**config.mk**
```make
export PLATFORM = sky130hd
export DESIGN_NAME = fetch_thread_sel
export DESIGN_NICKNAME = d
export VERILOG_FILES = /design/src/rtl/fts_pkg.sv /design/src/rtl/fts_elig.sv /design/src/rtl/fts_min_pick.sv /design/src/rtl/fts_rr_list.sv /design/src/rtl/fetch_thread_sel.sv
export SDC_FILE = /design/constraint.sdc
export NUM_CORES = 1
export LEC_CHECK = 0
export ABC_CLOCK_PERIOD_IN_PS = 10440
export BUFFER_PORTS_ARGS = -buffer_cell sky130_fd_sc_hd__clkbuf_2
export CAP_MARGIN = 20
export CORE_MARGIN = 3
export CORE_UTILIZATION = 48
export CTS_CLUSTER_DIAMETER = 60
export DETAILED_ROUTE_END_ITERATION = 8
export PLACE_DENSITY = 0.81
export SLEW_MARGIN = 10
export SYNTH_ARGS = -nofsm -noshare
export SYNTH_HDL_FRONTEND = slang
export SYNTH_SLANG_ARGS = --single-unit
export TNS_END_PERCENT = 10
```
**constraint.sdc**
```tcl
create_clock -name clk_i -period 10.44 [get_ports clk_i]
set_input_delay 2.088 -clock clk_i [delete_from_list [all_inputs] [get_ports clk_i]]
set_output_delay 2.088 -clock clk_i [all_outputs]
set_load 0.01 [all_outputs]
```
**src/rtl/fts_pkg.sv**
```systemverilog
package fts_pkg;
  localparam int STATE_W = 3;

  typedef enum logic [STATE_W-1:0] {
    ST_RUN       = 3'd0,
    ST_IDLE      = 3'd1,
    ST_LINE_DONE = 3'd2,
    ST_BLOCKED   = 3'd3,
    ST_SQUASH    = 3'd4,
    ST_WAIT_RESP = 3'd5,
    ST_WAIT_RTRY = 3'd6,
    ST_RSVD      = 3'd7
  } fetch_state_e;

  typedef enum logic [1:0] {
    POL_SINGLE = 2'd0,
    POL_ROTATE = 2'd1,
    POL_IQ     = 2'd2,
    POL_LSQ    = 2'd3
  } sel_policy_e;
endpackage

```
**src/rtl/fts_elig.sv**
```systemverilog
module fts_elig
  import fts_pkg::*;
#(
  parameter int NUM_THREADS = 4
) (
  input  logic [NUM_THREADS*STATE_W-1:0] status_i,
  output logic [NUM_THREADS-1:0]         elig_o
);
  for (genvar t = 0; t < NUM_THREADS; t++) begin : g_thr
    fetch_state_e st;
    assign st = fetch_state_e'(status_i[t*STATE_W +: STATE_W]);
    assign elig_o[t] = (st == ST_RUN) || (st == ST_IDLE) || (st == ST_LINE_DONE);
  end
endmodule

```
**src/rtl/fts_min_pick.sv**
```systemverilog
module fts_min_pick #(
  parameter int NUM_THREADS = 4,
  parameter int CNT_W       = 6,
  localparam int TID_W      = (NUM_THREADS > 1) ? $clog2(NUM_THREADS) : 1
) (
  input  logic [NUM_THREADS-1:0]       elig_i,
  input  logic [NUM_THREADS*CNT_W-1:0] cnt_i,
  output logic                         valid_o,
  output logic [TID_W-1:0]             tid_o
);
  logic [CNT_W-1:0] best_cnt;

  // strict compare keeps the lowest id on ties
  always_comb begin
    valid_o  = 1'b0;
    tid_o    = '0;
    best_cnt = '0;
    for (int t = 0; t < NUM_THREADS; t++) begin
      if (elig_i[t] && (!valid_o || cnt_i[t*CNT_W +: CNT_W] < best_cnt)) begin
        valid_o  = 1'b1;
        tid_o    = TID_W'(t);
        best_cnt = cnt_i[t*CNT_W +: CNT_W];
      end
    end
  end
endmodule

```
**src/rtl/fts_rr_list.sv**
```systemverilog
module fts_rr_list #(
  parameter int NUM_THREADS = 4,
  localparam int TID_W      = (NUM_THREADS > 1) ? $clog2(NUM_THREADS) : 1
) (
  input  logic                   clk_i,
  input  logic                   rst_ni,
  input  logic [NUM_THREADS-1:0] elig_i,
  input  logic                   upd_i,
  output logic                   valid_o,
  output logic [TID_W-1:0]       tid_o
);
  logic [NUM_THREADS-1:0][TID_W-1:0] list_q, list_d;
  logic [TID_W-1:0]                  pos;

  always_comb begin
    valid_o = 1'b0;
    pos     = '0;
    for (int k = 0; k < NUM_THREADS; k++) begin
      if (!valid_o && elig_i[list_q[k]]) begin
        valid_o = 1'b1;
        pos     = TID_W'(k);
      end
    end
  end

  assign tid_o = list_q[pos];

  // entries behind the winner slide forward, winner goes to the tail
  for (genvar k = 0; k < NUM_THREADS - 1; k++) begin : g_shift
    assign list_d[k] = (TID_W'(k) < pos) ? list_q[k] : list_q[k+1];
  end
  assign list_d[NUM_THREADS-1] = list_q[pos];

  always_ff @(posedge clk_i or negedge rst_ni) begin
    if (!rst_ni) begin
      for (int k = 0; k < NUM_THREADS; k++) list_q[k] <= TID_W'(k);
    end else if (upd_i) begin
      list_q <= list_d;
    end
  end

  logic [NUM_THREADS-1:0] seen;
  always_comb begin
    seen = '0;
    for (int k = 0; k < NUM_THREADS; k++) seen[list_q[k]] = 1'b1;
  end


  rr_perm_chk: assert property (@(posedge clk_i) disable iff (!rst_ni) &seen);


  rr_tail_chk: assert property (@(posedge clk_i) disable iff (!rst_ni)
    upd_i |=> list_q[NUM_THREADS-1] == $past(tid_o));
endmodule

```
**src/rtl/fetch_thread_sel.sv**
```systemverilog
module fetch_thread_sel
  import fts_pkg::*;
#(
  parameter int NUM_THREADS = 4,
  parameter int CNT_W       = 6,
  localparam int TID_W      = (NUM_THREADS > 1) ? $clog2(NUM_THREADS) : 1
) (
  input  logic                         clk_i,
  input  logic                         rst_ni,
  input  logic [NUM_THREADS*STATE_W-1:0] status_i,
  input  logic [NUM_THREADS*CNT_W-1:0] iq_cnt_i,
  input  logic [NUM_THREADS*CNT_W-1:0] lsq_cnt_i,
  input  logic [1:0]                   policy_i,
  input  logic                         consume_i,
  output logic                         grant_valid_o,
  output logic [TID_W-1:0]             grant_tid_o,
  output logic                         cfg_err_o
);
  logic [NUM_THREADS-1:0] elig;
  sel_policy_e            pol;

  assign pol = sel_policy_e'(policy_i);

  fts_elig #(.NUM_THREADS(NUM_THREADS)) u_elig (
    .status_i (status_i),
    .elig_o   (elig)
  );

  if (NUM_THREADS == 1) begin : g_one
    logic unused_in;
    assign unused_in     = ^{clk_i, rst_ni, iq_cnt_i, lsq_cnt_i, pol, consume_i};
    assign grant_valid_o = elig[0];
    assign grant_tid_o   = '0;
    assign cfg_err_o     = 1'b0;
  end else begin : g_multi
    logic [NUM_THREADS*CNT_W-1:0] occ;
    logic                         min_valid, rr_valid;
    logic [TID_W-1:0]             min_tid, rr_tid;

    assign occ = (pol == POL_LSQ) ? lsq_cnt_i : iq_cnt_i;

    fts_min_pick #(.NUM_THREADS(NUM_THREADS), .CNT_W(CNT_W)) u_min (
      .elig_i  (elig),
      .cnt_i   (occ),
      .valid_o (min_valid),
      .tid_o   (min_tid)
    );

    fts_rr_list #(.NUM_THREADS(NUM_THREADS)) u_rr (
      .clk_i   (clk_i),
      .rst_ni  (rst_ni),
      .elig_i  (elig),
      .upd_i   (consume_i && (pol == POL_ROTATE) && rr_valid),
      .valid_o (rr_valid),
      .tid_o   (rr_tid)
    );

    always_comb begin
      grant_valid_o = 1'b0;
      grant_tid_o   = '0;
      unique case (pol)
        POL_SINGLE: grant_valid_o = elig[0];
        POL_ROTATE: begin
          grant_valid_o = rr_valid;
          grant_tid_o   = rr_valid ? rr_tid : '0;
        end
        default: begin
          grant_valid_o = min_valid;
          grant_tid_o   = min_valid ? min_tid : '0;
        end
      endcase
    end

    assign cfg_err_o = (pol == POL_SINGLE);

    logic min_ok;
    always_comb begin
      min_ok = 1'b1;
      if (grant_valid_o && (pol == POL_IQ || pol == POL_LSQ)) begin
        for (int t = 0; t < NUM_THREADS; t++) begin
          if (elig[t] &&
              ((occ[t*CNT_W +: CNT_W] < occ[grant_tid_o*CNT_W +: CNT_W]) ||
               (occ[t*CNT_W +: CNT_W] == occ[grant_tid_o*CNT_W +: CNT_W] &&
                TID_W'(t) < grant_tid_o)))
            min_ok = 1'b0;
        end
      end
    end


    min_pick_chk: assert property (@(posedge clk_i) disable iff (!rst_ni) min_ok);


    single_tid_chk: assert property (@(posedge clk_i) disable iff (!rst_ni)
      (pol == POL_SINGLE) |-> (grant_tid_o == '0));
  end


  grant_elig_chk: assert property (@(posedge clk_i) disable iff (!rst_ni)
    grant_valid_o |-> elig[grant_tid_o]);


  no_elig_chk: assert property (@(posedge clk_i) disable iff (!rst_ni)
    (elig == '0) |-> (!grant_valid_o && grant_tid_o == '0));
endmodule

```
==> run metrics <==
syn_nets around 260; setup TNS 0 ns; vias per inst 5.64; TritonRoute pass-1 iters 4; Largest regs g_multi.u_rr.list_q x8; Die Y-Extent between 60 and 70 um; clk slew on worst S/H paths 0.05 ns; Hold Path Depth 2; PwrDens around 95 mW/mm^2; Final GP Congestion 0.849; CP max FO 25; Syn Area/Cell approximately 8.5 sq um; Slew Limit Fails 0; Hold Startpoint g_multi.u_rr.list_q[6]$_DFFE_PN1P_; Final setup viols 0; Seq/Total Area, Yosys 13.3%; Slowest-stage cell, CP mux2_2; dpl hpwl approximately 3400 um; CTS Hold Bufs 0; Synth Warn # 0; postcts setup bufs 0; Largest delay share family, worst path compound AO/OA/AOI/OAI gates; Min-Delay Path Class reg2reg; Crit Path Class in2out; RR Endpoint g_multi.u_rr.list_q[4]$_DFFE_PN0P_; Tot GR Track Use between 20% and 30%; initial cell density of the core 53.3%; n_diodes 0; Fin. Hold Viols 0; leakage power about 1 nW; placed insts 286; Final Net Count 329; reg2reg path depth 5; total CTS buffers 3; Post-Syn Area 0.00155 sq mm; initial antenna violation count 0; largest net degree at the start of global routing 26; Gates resized, CTS repair 0; detailed-route DRC error count 0; CTS tree done; Routed Antenna Nets 0; Die W 62.7 um; commonest non-fill, non-tap cells in the layout 68 x clkbuf_2, 24 x mux2_2, 22 x nand2_1; Worst Setup Start Kind input pin; period utilization a little over nine tenths; routed length per instance 13.3 um; layout cells sized above 1 44.8%; Congestion Overflow GR 0; Ports 69; RR Startpoint g_multi.u_rr.list_q[2]$_DFFE_PN1P_; latest clock arrival within the worst-skew pair 0.25 ns; final clock skew 0.00295 ns; max cap viols 0; Slew @ Worst Pin 0.511 ns; Distinct cells, synth 44; Root Buffer clkbuf_4; CP dominant cell by count ha_1; CTS sink cnt 8; Clock Path Buffers 2; port bufs 68; core region area a little under 0.003 sq mm; synthesis-to-layout area growth 25.3%; largest reg by FF count g_multi.u_rr.list_q; first-pass GRT wire length approximately 6800 um; Place WS 0.511 ns; Worst Path Required 8.35 ns; Max Fclk approximately 100 MHz; initial drt markers a little under 60; Rel. slew slack 65.9%; crit-path cells clkbuf_2 -> nand2_4 -> mux2_2 -> nand2_1 -> ha_1 -> a21o_1 -> a221oi_2 -> o221ai_2 -> o21ai_0 -> ha_1 -> a211o_1 -> a221oi_1 -> o211ai_1 -> o21ai_4 -> mux2_2 -> ha_1 -> a21o_1 -> a21oi_1 -> nand4_1 -> a211o_1 -> a31o_2 -> o311ai_0 -> clkbuf_2; Max H-tree Level 1; slowest stage delay, CP 0.38 ns; Post-Synthesis Cells between 150 and 200; Worst Hold Path EP g_multi.u_rr.list_q[6]$_DFFE_PN1P_; DRT Wirelength 3850 um; Synth Register Bits 8; Final WS setup between 0.4 and 0.5 ns; Worst Path Buf+Inv 2; number of global-route vias before repair 1543; most common cell after layout, fill and taps aside clkbuf_2; vias after detailed routing 1636; FP Rows 19; reg2reg setup slack approximately 8.5 ns; Largest register FFs 8; RSZ-0062 raised after global routing false; element type at the critical path end output pin; clock period minus worst slack about 9.9 ns; status finished clean; WP data arrival 7.86 ns; Worst IR Drop VDD 0.0677 mV; full die area 0.00394 sq mm; fin cells 290
-- routing by layer --
layer	up-vias	global-route usage [%]	routed length, um
li1	835	-	-
met4	0	2.20	0
met2	74	32.2	1680
met1	727	29.2	1830
met5	-	0	0
met3	0	4.32	334
-- kinds of logic after synthesis --
logic type / share of synthesized area, %
simple gates: 16.3
buf+inv: 3.48
mux: 27.1
flops: 13.3
compound gates: 27.7
fa+ha+maj: 12.1
-- stage by stage --
stage	power [mW]	utilization [%]	cell area, sq um	hold slack [ns]
6_report	0.184	66.8	1940	0.523
5_1_grt	0.205	66.8	1940	0.556
4_1_cts	0.186	66.8	1940	0.523
3_5_place_dp	0.160	65.9	1910	0.514
3_3_place_gp	0.158	65.9	1910	0.518
2_1_floorplan	0.129	-	1550	0.489
-- power by group --
group | switching, mW | internal (mW)
combinational | 0.0548 | 0.0545
clock | 0.00981 | 0.0146
sequential | 0.0104 | 0.0401
total | 0.0750 | 0.109
-- final cells by class --
class,count,area (sq um)
multi-input cells,161,1290
fillers,262,963
repair buffers,68,340
flip-flops and latches,8,205
well taps,42,52.6
clock buffers,4,26.3
inverters,7,26.3
-- worst min-delay path, delay by kind of cell, from the launching register on --
kind | cells | cell delay (ns)
compound gates | 1 | 0.07
flops | 1 | 0.39
simple gates | 1 | 0.05
-- worst max path at each step --
stage                            from             end  slack, ns  depth (start not counted)
after detailed placement  policy_i[1]  grant_tid_o[0]       0.51                         23
after global placement    policy_i[1]  grant_tid_o[0]       0.61                         22
final                     policy_i[1]  grant_tid_o[0]       0.50                         23
after floorplan           policy_i[1]  grant_tid_o[0]       1.14                         23
after global routing      policy_i[1]  grant_tid_o[0]       0.05                         23
after CTS                 policy_i[1]  grant_tid_o[0]       0.51                         23
-- cells in the mapped netlist --
library cell / count / share of area, %
a211oi_1: 2 / 0.97
and3_1: 3 / 1.2
o211ai_1: 2 / 0.97
nand2_4: 1 / 0.73
mux2_2: 24 / 17
buf_4: 1 / 0.49
o2111ai_1: 1 / 0.57
o311ai_0: 1 / 0.57
inv_1: 7 / 1.7
nand4b_1: 1 / 0.57
nand2_1: 22 / 5.3
o21ai_4: 1 / 1.1
o21a_1: 2 / 0.97
o211ai_2: 1 / 0.81
a21oi_1: 13 / 4.2
a2bb2oi_2: 1 / 0.97
a31oi_1: 3 / 1.2
a211o_1: 2 / 1.1
ha_1: 15 / 12
dfstp_2: 4 / 6.8
a32oi_2: 1 / 1.1
and4_1: 1 / 0.57
or3b_1: 1 / 0.57
a21oi_2: 1 / 0.57
buf_2: 4 / 1.3
nor3b_1: 1 / 0.49
dfrtp_1: 4 / 6.5
a21o_1: 9 / 4.4
a31o_2: 1 / 0.57
mux2_1: 1 / 0.73
a221oi_2: 1 / 0.97
nor2b_1: 1 / 0.41
or2_1: 1 / 0.41
a221o_1: 1 / 0.65
o21ai_1: 1 / 0.32
nor2_1: 11 / 2.7
a221oi_1: 1 / 0.57
nand4_1: 3 / 1.2
o21ai_0: 13 / 4.2
nand3_1: 5 / 1.6
nand3b_1: 1 / 0.49
mux2i_1: 7 / 4.5
mux4_2: 3 / 4.4
o221ai_2: 1 / 0.97
Power figures use the tool's default switching activity.
